--- src/rtl/cc_resolver_pkg.sv ---
package cc_resolver_pkg;

    localparam int CC_LINES = 8;
    localparam int CC_IDX_W = $clog2(CC_LINES);

    typedef enum logic [2:0] {
        ST_IDLE,
        ST_SETTLE,
        ST_SAMPLE,
        ST_RESOLVE,
        ST_DONE
    } scan_state_t;

    typedef enum logic {
        SCHEME_MATRIX = 1'b0,
        SCHEME_SELECT = 1'b1
    } scheme_t;

    // Upper five primary bits (C7..C3) from the straps of lines 7 and 6.
    function automatic logic [4:0] upper_from_straps(input logic s7, input logic s6);
        logic [4:0] r;
        unique case ({s7, s6})
            2'b00:   r = 5'b00000;
            2'b10:   r = 5'b10011;
            2'b01:   r = 5'b10001;
            default: r = 5'b11101;
        endcase
        return r;
    endfunction

endpackage

--- src/rtl/cc_scan_fsm.sv ---
module cc_scan_fsm
    import cc_resolver_pkg::*;
#(
    parameter int LINES = CC_LINES,
    parameter int IDX_W = CC_IDX_W
) (
    input  logic             clk,
    input  logic             rst_n,
    input  logic             start,
    output logic [LINES-1:0] line_drive,
    output logic [IDX_W-1:0] line_idx,
    output logic             cap_en,
    output logic             load_en,
    output logic             accept
);

    localparam logic [IDX_W-1:0] LAST_IDX = IDX_W'(LINES - 1);

    scan_state_t state, state_nx;
    logic        last_line;

    assign last_line = (line_idx == LAST_IDX);
    assign accept    = start && (state == ST_IDLE || state == ST_DONE);

    // State register and line index.
    always_ff @(posedge clk) begin
        if (!rst_n) begin
            state    <= ST_IDLE;
            line_idx <= '0;
        end else begin
            state <= state_nx;
            if (accept)
                line_idx <= '0;
            else if (state == ST_SAMPLE && !last_line)
                line_idx <= line_idx + 1'b1;
        end
    end

    // Transitions: accept, settle_done, next_line, last_line, publish.
    always_comb begin
        state_nx = state;
        unique case (state)
            ST_IDLE:    if (accept) state_nx = ST_SETTLE;
            ST_SETTLE:  state_nx = ST_SAMPLE;
            ST_SAMPLE:  state_nx = last_line ? ST_RESOLVE : ST_SETTLE;
            ST_RESOLVE: state_nx = ST_DONE;
            ST_DONE:    if (accept) state_nx = ST_SETTLE;
            default:    state_nx = ST_IDLE;
        endcase
    end

    // Outputs of each state.
    always_comb begin
        line_drive = '0;
        cap_en     = 1'b0;
        load_en    = 1'b0;
        unique case (state)
            ST_SETTLE:  line_drive[line_idx] = 1'b1;
            ST_SAMPLE: begin
                line_drive[line_idx] = 1'b1;
                cap_en               = 1'b1;
            end
            ST_RESOLVE: load_en = 1'b1;
            default: ;
        endcase
    end

    AST_DRIVE_ONEHOT: assert property (@(posedge clk) disable iff (!rst_n)
        $onehot0(line_drive));

    AST_SAMPLE_SAME_LINE: assert property (@(posedge clk) disable iff (!rst_n)
        (state == ST_SAMPLE) |-> $stable(line_drive));

    AST_SCAN_ASCENDS: assert property (@(posedge clk) disable iff (!rst_n)
        (state == ST_SETTLE && $past(state) == ST_SAMPLE)
            |-> (line_drive == ($past(line_drive) << 1)));

endmodule

--- src/rtl/cc_strap_capture.sv ---
module cc_strap_capture
    import cc_resolver_pkg::*;
#(
    parameter int LINES = CC_LINES,
    parameter int IDX_W = CC_IDX_W
) (
    input  logic             clk,
    input  logic             rst_n,
    input  logic             cap_en,
    input  logic [IDX_W-1:0] line_idx,
    input  logic             code_sel_in,
    input  logic             strap_in,
    output logic [LINES-1:0] sel_bits,
    output logic [LINES-1:0] strap_bits
);

    for (genvar g = 0; g < LINES; g++) begin : g_slot
        always_ff @(posedge clk) begin
            if (!rst_n) begin
                sel_bits[g]   <= 1'b0;
                strap_bits[g] <= 1'b0;
            end else if (cap_en && line_idx == IDX_W'(g)) begin
                sel_bits[g]   <= code_sel_in;
                strap_bits[g] <= strap_in;
            end
        end
    end

endmodule

--- src/rtl/cc_code_assemble.sv ---
module cc_code_assemble
    import cc_resolver_pkg::*;
#(
    parameter int LINES = CC_LINES,
    parameter int IDX_W = CC_IDX_W
) (
    input  logic [LINES-1:0] sel_bits,
    input  logic [LINES-1:0] strap_bits,
    input  scheme_t          scheme,
    output logic [LINES-1:0] hi_byte,
    output logic [LINES-1:0] lo_byte,
    output logic             multi_hit
);

    logic [IDX_W-1:0] first_idx;
    logic [LINES-1:0] ctrl;
    logic [IDX_W:0]   hits;

    // Lowest connected line wins; count connections for the error flag.
    always_comb begin
        first_idx = '0;
        hits      = '0;
        for (int i = LINES - 1; i >= 0; i--) begin
            if (sel_bits[i]) first_idx = IDX_W'(i);
            hits = hits + {{IDX_W{1'b0}}, sel_bits[i]};
        end
    end

    always_comb begin
        unique case (scheme)
            SCHEME_MATRIX: begin
                hi_byte   = sel_bits;
                ctrl      = strap_bits;
                multi_hit = 1'b0;
            end
            default: begin
                hi_byte   = {upper_from_straps(strap_bits[7], strap_bits[6]), first_idx};
                ctrl      = {2'b00, strap_bits[5:0]};
                multi_hit = (hits > 1);
            end
        endcase
        // Set control bit keeps the primary bit, clear control bit inverts it.
        lo_byte = ~(hi_byte ^ ctrl);
    end

endmodule

--- src/rtl/cc_resolver.sv ---
module cc_resolver
    import cc_resolver_pkg::*;
(
    input  logic       clk,
    input  logic       rst_n,
    input  logic       start,
    input  logic       scheme_sel,
    input  logic       code_sel_in,
    input  logic       strap_in,
    output logic [7:0] line_drive,
    output logic [7:0] code_hi,
    output logic [7:0] code_lo,
    output logic       code_valid,
    output logic       multi_conn_err
);

    localparam int LINES = CC_LINES;
    localparam int IDX_W = CC_IDX_W;

    logic [IDX_W-1:0] line_idx;
    logic             cap_en, load_en, accept;
    logic [LINES-1:0] sel_bits, strap_bits, hi_byte, lo_byte;
    logic             multi_hit;
    scheme_t          scheme_q;

    cc_scan_fsm #(.LINES(LINES), .IDX_W(IDX_W)) u_fsm (
        .clk        (clk),
        .rst_n      (rst_n),
        .start      (start),
        .line_drive (line_drive),
        .line_idx   (line_idx),
        .cap_en     (cap_en),
        .load_en    (load_en),
        .accept     (accept)
    );

    cc_strap_capture #(.LINES(LINES), .IDX_W(IDX_W)) u_cap (
        .clk         (clk),
        .rst_n       (rst_n),
        .cap_en      (cap_en),
        .line_idx    (line_idx),
        .code_sel_in (code_sel_in),
        .strap_in    (strap_in),
        .sel_bits    (sel_bits),
        .strap_bits  (strap_bits)
    );

    cc_code_assemble #(.LINES(LINES), .IDX_W(IDX_W)) u_asm (
        .sel_bits   (sel_bits),
        .strap_bits (strap_bits),
        .scheme     (scheme_q),
        .hi_byte    (hi_byte),
        .lo_byte    (lo_byte),
        .multi_hit  (multi_hit)
    );

    // Scheme latch and result registers.
    always_ff @(posedge clk) begin
        if (!rst_n) begin
            scheme_q       <= SCHEME_MATRIX;
            code_hi        <= '0;
            code_lo        <= '0;
            code_valid     <= 1'b0;
            multi_conn_err <= 1'b0;
        end else if (accept) begin
            scheme_q       <= scheme_t'(scheme_sel);
            code_valid     <= 1'b0;
            multi_conn_err <= 1'b0;
        end else if (load_en) begin
            code_hi        <= hi_byte;
            code_lo        <= lo_byte;
            multi_conn_err <= multi_hit;
            code_valid     <= 1'b1;
        end
    end

    AST_VALID_AFTER_LAST_LINE: assert property (@(posedge clk) disable iff (!rst_n)
        $rose(code_valid) |-> ($past(line_drive, 2) == 8'h80));

    AST_CODE_HELD: assert property (@(posedge clk) disable iff (!rst_n)
        (code_valid && $past(code_valid)) |-> ($stable(code_hi) && $stable(code_lo)));

    AST_ERR_SELECT_ONLY: assert property (@(posedge clk) disable iff (!rst_n)
        multi_conn_err |-> (code_valid && scheme_q == SCHEME_SELECT));

    AST_SELECT_TOP_INVERTED: assert property (@(posedge clk) disable iff (!rst_n)
        (code_valid && scheme_q == SCHEME_SELECT) |-> (code_lo[7:6] == ~code_hi[7:6]));

endmodule

--- config.mk ---
export PLATFORM = sky130hd
export DESIGN_NAME = cc_resolver
export DESIGN_NICKNAME = d
export VERILOG_FILES = /design/src/rtl/cc_resolver_pkg.sv /design/src/rtl/cc_scan_fsm.sv /design/src/rtl/cc_strap_capture.sv /design/src/rtl/cc_code_assemble.sv /design/src/rtl/cc_resolver.sv
export SDC_FILE = /design/constraint.sdc
export NUM_CORES = 1
export LEC_CHECK = 0
export ABC_CLOCK_PERIOD_IN_PS = 4600
export BUFFER_PORTS_ARGS = -buffer_cell sky130_fd_sc_hd__buf_4
export CORE_AREA = 2 2 75 70
export DETAILED_ROUTE_END_ITERATION = 10
export DIE_AREA = 0 0 77 72
export PLACE_DENSITY = 0.76
export SYNTH_ARGS = -nofsm -noshare
export SYNTH_HDL_FRONTEND = slang
export SYNTH_SLANG_ARGS = --single-unit
--- constraint.sdc ---
create_clock -name clk -period 4.6 [get_ports clk]
set_clock_uncertainty 0.1 [all_clocks]
set_input_delay 0.23 -clock clk [delete_from_list [all_inputs] [get_ports clk]]
set_output_delay 0.23 -clock clk [all_outputs]
set_load 0.01 [all_outputs]
# After elaboration in Yosys (flattened, before gate mapping)
# Cells that the tools add are included.
[word_totals]
ff_bits = 41
in_bits = 6
word_cells = 92
[classes]
n_addsub = 8
n_lt_le_gt_ge = 3
n_eq_ne = 14
n_mux = 20
bitwise_logic = 4
reduce_logical = 20
[op_table]
columns = ["cell", "n"]
rows = [
  ["$mux 3", 9],
  ["$add 4x1->4", 6],
  ["$mux 8", 3],
  ["$eq 3x3->1 const B", 5],
  ["$pmux 5 s3", 1],
  ["$eq 3x2->1 const B", 4],
  ["$pmux 3 s4", 1],
  ["$logic_and 1x1->1", 11],
  ["$not 8->8", 1],
  ["$xor 8x8->8", 1],
  ["$eq 3x1->1 const B", 2],
  ["$logic_not 3->1", 2],
  ["$reduce_or 2->1", 3],
  ["$gt 4x1->1 const B", 1],
  ["$lt 3x4->1 const B", 1],
  ["$mux 1", 4],
  ["$add 3x1->3 const B", 1],
  ["$demux 1 s3", 1],
  ["$ge 3x1->1 const B", 1],
  ["$add 1x1->2", 1],
  ["$eq 2x1->1 const B", 1],
  ["$eq 2x2->1 const B", 1],
  ["$logic_not 2->1", 1],
  ["$mux 2", 1],
  ["5 further kinds", 6],
]

# Longest topological paths before layout
[logic_depth]
ltp_word = 11
ltp_mapped = 13

# Hierarchy
# A second synthesis with hierarchy kept.
[unflattened]
cells_unflattened = 248
area_unflattened_um2 = 2321.0
[by_module_without_submodules]
columns = ["mod", "n_inst", "cells_each", "area_per_inst_um2", "seq_area_each_um2"]
rows = [
  ["cc_resolver", 1, 81, 769.5, 380.4],
  ["cc_strap_capture", 1, 60, 663.1, 320.3],
  ["cc_code_assemble", 1, 66, 489.2, 0.0],
  ["cc_scan_fsm", 1, 41, 399.1, 120.1],
]

# Worst setup path before layout
# Ideal clock, no wire load.
[synth_timing]
path_kind = "register to register"
start = "register u_cap.sel_bits[6]"
end = "register multi_conn_err"
setup_ps = 70
t_arrival_ps = 3001
t_required_ps = 4430
setup_slack_ps = 1429
path_stages_with_launch = 14
period_less_slack_ps = 3171
path_cell_list = "dfxtp_1 -> inv_1 -> ha_1 -> inv_1 -> fa_1 -> fa_1 -> inv_1 -> fa_1 -> inv_1 -> fa_1 -> a211oi_1 -> mux2_2 -> a211o_1 -> a21oi_1"
[synth_via]
elab_chain_len = 9
[synth_rtl]
columns = ["item", "line", "text"]
rows = [
  ["start: declaration", "cc_strap_capture.sv:13", "output logic [LINES-1:0] sel_bits,"],
  ["start signal: indexed assignment", "cc_strap_capture.sv:23", "sel_bits[g] <= code_sel_in;"],
  ["$add 1x1->2", "cc_code_assemble.sv:25", "hits = hits + {{IDX_W{1'b0}}, sel_bits[i]};"],
  ["$add 4x1->4 (6 in series)", "cc_code_assemble.sv:25", ""],
  ["$gt 4x1->1", "cc_code_assemble.sv:39", "multi_hit = (hits > 1);"],
  ["$mux 1", "cc_code_assemble.sv:30", "unique case (scheme)"],
  ["end signal: assignment", "cc_resolver.sv:72", "multi_conn_err <= multi_hit;"],
  ["end: declaration", "cc_resolver.sv:14", "output logic multi_conn_err"],
]
# Every way passes these cells.
# A chain may end at the register's enable or synchronous reset.

# Worst setup path in the final report
[layout_timing]
start = "register u_cap.sel_bits[7]"
end = "register multi_conn_err"
# The elaborated chain is that of the path after synthesis.

==> impl_results.html <==
<table>
<tr><th>Metric</th><th>Value</th></tr>
<tr><th colspan="2">Run status</th></tr>
<tr><td>Result of the run</td><td>completed</td></tr>
<tr><th colspan="2">GRT</th></tr>
<tr><td>Total GRT Usage</td><td>0.164</td></tr>
<tr><td>First-pass GRT wire length</td><td>7330 um</td></tr>
<tr><td>Total congestion overflow</td><td>0</td></tr>
<tr><td>Number of global-route vias before repair</td><td>1,590</td></tr>
<tr><td>Largest net degree at the start of global routing</td><td>30</td></tr>
<tr><td>Number of antenna violations at the first check in global routing</td><td>0</td></tr>
<tr><th colspan="2">Synth</th></tr>
<tr><td>Count of cell types in the netlist</td><td>42</td></tr>
<tr><td>Most instantiated cells after synthesis</td><td>sky130_fd_sc_hd__dfxtp_1 (41), sky130_fd_sc_hd__nor2_1 (37), sky130_fd_sc_hd__nand2_1 (22), sky130_fd_sc_hd__a21oi_1 (18), sky130_fd_sc_hd__inv_1 (18)</td></tr>
<tr><td>Count of yosys warnings during synthesis</td><td>0</td></tr>
<tr><td>Post-Synth Adder-Cell Area</td><td>0.101</td></tr>
<tr><td>Largest cells by area after synthesis</td><td>sky130_fd_sc_hd__dfxtp_1 (38%), sky130_fd_sc_hd__nor2_1 (6.5%), sky130_fd_sc_hd__ha_1 (6.4%), sky130_fd_sc_hd__mux2i_1 (6.1%), sky130_fd_sc_hd__a21oi_1 (4.2%)</td></tr>
<tr><td>Count leader, synth</td><td>sky130_fd_sc_hd__dfxtp_1</td></tr>
<tr><td>Top_reg_cell synth</td><td>sky130_fd_sc_hd__dfxtp_1</td></tr>
<tr><td>Simple-Gate Fraction of Synth Area</td><td>0.213</td></tr>
<tr><td>Share of the yosys chip area belonging to registers</td><td>0.382</td></tr>
<tr><td>Post-synthesis compound-gate area fraction</td><td>0.135</td></tr>
<tr><td>Largest family of logic cells by synthesized area</td><td>simple AND/OR/NAND/NOR gates</td></tr>
<tr><td>Area share of the largest cell type after synthesis</td><td>0.382</td></tr>
<tr><td>Post-synthesis mux area share</td><td>0.0659</td></tr>
<tr><td>Biggest area consumer among synthesized cells</td><td>sky130_fd_sc_hd__dfxtp_1</td></tr>
<tr><td>Number of nets produced by synthesis</td><td>about 270</td></tr>
<tr><td>Post-Synthesis Cells</td><td>251</td></tr>
<tr><td>Share of synthesized flip-flops with an asynchronous set or reset</td><td>0</td></tr>
<tr><td>Post-synthesis instance area</td><td>0.00215 mm2</td></tr>
<tr><td>Synthesized-area fraction occupied by xor and xnor cells</td><td>0.0286</td></tr>
<tr><td>Post-synthesis average cell area</td><td>8.55 um2</td></tr>
<tr><td>Number of flip-flops and latches in the synthesized netlist</td><td>41</td></tr>
<tr><td>Number of synthesized flops with an enable pin</td><td>0</td></tr>
<tr><th colspan="2">Worst setup path</th></tr>
<tr><td>Register-to-register setup slack</td><td>1.21 ns</td></tr>
<tr><td>CP Max Fanout</td><td>6</td></tr>
<tr><td>Launch point of the worst reg-to-reg path</td><td>u_cap.sel_bits[7]$_SDFFE_PN0P_</td></tr>
<tr><td>CP endpoint kind</td><td>flop</td></tr>
<tr><td>Data arrival, critical path</td><td>3.51 ns</td></tr>
<tr><td>Slowest cell on the critical path</td><td>sky130_fd_sc_hd__fa_1</td></tr>
<tr><td>Cell class contributing the biggest share of worst-path delay</td><td>adder cells</td></tr>
<tr><td>Number of buffers and inverters on the critical path</td><td>4</td></tr>
<tr><td>Type of the worst setup path</td><td>reg2reg</td></tr>
<tr><td>Worst Path Required</td><td>4.72 ns</td></tr>
<tr><td>Critical path startpoint category</td><td>flop</td></tr>
<tr><td>CP cell instances</td><td>inv_1 -&gt; ha_1 -&gt; inv_1 -&gt; fa_1 -&gt; fa_1 -&gt; inv_1 -&gt; fa_1 -&gt; inv_1 -&gt; fa_1 -&gt; a211oi_1 -&gt; mux2_2 -&gt; a211o_1 -&gt; a21oi_1</td></tr>
<tr><td>Critical path's largest stage delay</td><td>0.49 ns</td></tr>
<tr><td>Worst Reg2Reg Path Length in Cells</td><td>13</td></tr>
<tr><td>Total stage count of the critical path</td><td>13</td></tr>
<tr><td>Endpoint of the most critical register-to-register path</td><td>multi_conn_err$_SDFFE_PP0P_</td></tr>
<tr><th colspan="2">Timing</th></tr>
<tr><td>Achievable Freq</td><td>0.295 GHz</td></tr>
<tr><td>Slew at the pin with the worst max-slew slack</td><td>0.913 ns</td></tr>
<tr><td>Final setup violation count</td><td>0</td></tr>
<tr><td>Final period demand of the worst path</td><td>3.39 ns</td></tr>
<tr><td>Hold slack</td><td>0.104 ns</td></tr>
<tr><td>Normalized max-slew margin</td><td>0.390</td></tr>
<tr><td>Period utilisation layout</td><td>0.736</td></tr>
<tr><td>Final Max Slew Viols</td><td>0</td></tr>
<tr><td>Setup repair after global routing missed its margin</td><td>no</td></tr>
<tr><td>Number of hold violations in the final report</td><td>0</td></tr>
<tr><td>Final-layout setup total negative slack</td><td>0 ns</td></tr>
<tr><th colspan="2">CTS</th></tr>
<tr><td>CTS Sinks</td><td>41</td></tr>
<tr><td>CTS HTree Levels</td><td>2</td></tr>
<tr><td>Quantity of gates resized following cts</td><td>0</td></tr>
<tr><td>Clock-pin slew on the worst setup and hold paths</td><td>0.07 ns</td></tr>
<tr><td>Number of buffers added by the clock tree synthesis step</td><td>5</td></tr>
<tr><td>Buffers inserted during post-CTS setup optimization</td><td>0</td></tr>
<tr><td>CTS tree</td><td>yes</td></tr>
<tr><td>Clock insertion delay at the later pin of the skew report</td><td>between 0.2 and 0.3 ns</td></tr>
<tr><td>Count of hold buffers inserted by post-cts repair</td><td>0</td></tr>
<tr><td>Largest buffer count on any clock path</td><td>2</td></tr>
<tr><td>Buffer type at the clock tree root</td><td>sky130_fd_sc_hd__clkbuf_8</td></tr>
<tr><th colspan="2">Route</th></tr>
<tr><td>DRC viols</td><td>0</td></tr>
<tr><td>Number of vias after detailed routing</td><td>1,729</td></tr>
<tr><td>Routed Wire Length</td><td>4410 um</td></tr>
<tr><td>Starting DRC count in detailed routing</td><td>66</td></tr>
<tr><td>First-pass iteration count of the detailed router</td><td>4</td></tr>
<tr><td>Average routed wire per standard cell</td><td>12.9 um</td></tr>
<tr><td>Routed vias/inst</td><td>5.07</td></tr>
<tr><td>Antenna Violating Nets Remaining</td><td>0</td></tr>
<tr><th colspan="2">Finish</th></tr>
<tr><td>Number of antenna cells inserted</td><td>0</td></tr>
<tr><td>Post-Layout Cell Count</td><td>341</td></tr>
<tr><td>Area growth syn-to-layout</td><td>14.4%</td></tr>
<tr><td>Layout cells sized above 1</td><td>0.163</td></tr>
<tr><td>Filler cell count</td><td>493</td></tr>
<tr><td>Net total in the final layout</td><td>296</td></tr>
<tr><th colspan="2">Floorplanning</th></tr>
<tr><td>Die X</td><td>roughly 77 um</td></tr>
<tr><td>Area of the core</td><td>0.00474 mm2</td></tr>
<tr><td>Die Span Y</td><td>72 um</td></tr>
<tr><td>Effective utilization at floorplan</td><td>0.453</td></tr>
<tr><td>Die area</td><td>0.00554 mm2</td></tr>
<tr><td>Number of placed I/O pins</td><td>32</td></tr>
<tr><td>Standard-cell row count</td><td>24</td></tr>
<tr><th colspan="2">Power</th></tr>
<tr><td>Overall power of the completed layout</td><td>636 uW</td></tr>
<tr><td>Pleak</td><td>between 1 and 1.5 nW</td></tr>
<tr><td>IR drop worst, VDD</td><td>0.000161 V</td></tr>
<tr><td>Power per standard cell area</td><td>259 mW/mm2</td></tr>
<tr><th colspan="2">Min path</th></tr>
<tr><td>Startpoint of the worst hold path</td><td>scheme_sel</td></tr>
<tr><td>Capture endpoint of the worst hold path</td><td>scheme_q$_SDFFE_PN0P_</td></tr>
<tr><td>Path type of the worst min-delay path</td><td>in2reg</td></tr>
<tr><td>Number of stages on the worst hold path</td><td>3</td></tr>
<tr><th colspan="2">Place</th></tr>
<tr><td>Detailed Place HPWL</td><td>3340 um</td></tr>
<tr><td>DP Cell Count</td><td>333</td></tr>
<tr><td>Count of port buffers added during placement</td><td>31</td></tr>
<tr><td>Routability-driven placement congestion ratio</td><td>0.802</td></tr>
<tr><th colspan="2">Job</th></tr>
<tr><td>Maxcap violations</td><td>0</td></tr>
</table>
[worst reg2reg max path: stages, from the launching register on]
cell,delay [ns]
sky130_fd_sc_hd__dfxtp_1,0.43
sky130_fd_sc_hd__inv_1,0.07
sky130_fd_sc_hd__ha_1,0.28
sky130_fd_sc_hd__inv_1,0.05
sky130_fd_sc_hd__fa_1,0.45
sky130_fd_sc_hd__fa_1,0.49
sky130_fd_sc_hd__inv_1,0.05
sky130_fd_sc_hd__fa_1,0.37
sky130_fd_sc_hd__inv_1,0.08
sky130_fd_sc_hd__fa_1,0.20
sky130_fd_sc_hd__a211oi_1,0.06
sky130_fd_sc_hd__mux2_2,0.27
sky130_fd_sc_hd__a211o_1,0.29
sky130_fd_sc_hd__a21oi_1,0.13
[registers in the layout, indices dropped and copies added, names as in the netlist]
signal / cells
u_cap.sel_bits: 8
scheme_q: 1
u_fsm.line_idx: 3
u_fsm.state: 3
u_cap.strap_bits: 8
code_lo: 8
code_hi: 8
code_valid: 1
multi_conn_err: 1
[routing by layer]
metal,wire [um],share of wire,up-vias,track usage
met2,2160,0.49,24,0.290
met5,0,0,-,0
met4,49,0.011,0,0.0437
met1,2100,0.48,807,0.206
li1,-,-,892,-
met3,103,0.023,6,0.0336
[report_power, final]
| part | internal, mW | switching [mW] |
|---|---|---|
| sequential | 0.360 | 0.00792 |
| clock | 0.105 | 0.116 |
| combinational | 0.0190 | 0.0279 |
| total | 0.484 | 0.151 |
[layout make-up]
class / count / area, um2 / share of cell area
Clock inverter: 2 / 10.0 / 0.00408
Timing Repair Buffer: 31 / 233 / 0.0948
Sequential cell: 41 / 821 / 0.334
Clock buffer: 6 / 72.6 / 0.0295
Multi-Input combinational cell: 177 / 1170 / 0.475
Inverter: 19 / 71.3 / 0.0290
Tap cell: 65 / 81.3 / 0.0331
[how the worst max path moves through the flow]
stage / from / endpoint / slack (ns)
floorplan: u_cap.sel_bits[6]$_SDFFE_PN0P_ / multi_conn_err$_SDFFE_PP0P_ / 1.43
global placement: u_cap.sel_bits[6]$_SDFFE_PN0P_ / multi_conn_err$_SDFFE_PP0P_ / 1.35
detailed placement: u_cap.sel_bits[6]$_SDFFE_PN0P_ / multi_conn_err$_SDFFE_PP0P_ / 1.25
CTS: u_cap.sel_bits[7]$_SDFFE_PN0P_ / multi_conn_err$_SDFFE_PP0P_ / 1.19
global route: u_cap.sel_bits[7]$_SDFFE_PN0P_ / multi_conn_err$_SDFFE_PP0P_ / 1.04
finish: u_cap.sel_bits[7]$_SDFFE_PN0P_ / multi_conn_err$_SDFFE_PP0P_ / 1.21
[kinds of logic (layout without fill, tap and decap cells)]
family                   count (synthesis)  count (layout)
AND/OR/NAND/NOR                         96              96
adder cells (fa/ha/maj)                 15              15
AO/OA/AOI/OAI                           45              45
flip-flops                              41              41
XOR/XNOR                                 7               7
buffers and inverters                   33              58
multiplexers                            14              14
[cell usage in the layout, fill, tap and decap left out, types with 5 or more instances in the layout]
cell type / instances
sky130_fd_sc_hd__ha_1: 11
sky130_fd_sc_hd__dfxtp_1: 41
sky130_fd_sc_hd__o21ai_1: 7
sky130_fd_sc_hd__clkbuf_8: 5
sky130_fd_sc_hd__inv_1: 18
sky130_fd_sc_hd__xnor2_1: 5
sky130_fd_sc_hd__nor2b_1: 5
sky130_fd_sc_hd__buf_4: 31
sky130_fd_sc_hd__mux2i_1: 13
sky130_fd_sc_hd__a21oi_1: 18
sky130_fd_sc_hd__nand3_1: 10
sky130_fd_sc_hd__nor2_1: 37
sky130_fd_sc_hd__nand2_1: 22
sky130_fd_sc_hd__nor3_1: 9
[through the flow]
step                      worst slack (ns)  area (um2)   util
after global routing                  1.04        2460  0.518
final                                 1.21        2460  0.518
after floorplan                       1.43        2150      -
after global placement                1.35        2370  0.500
after CTS                             1.19        2460  0.518
after detailed placement              1.25        2370  0.500
(Power assumes the default switching activity.)
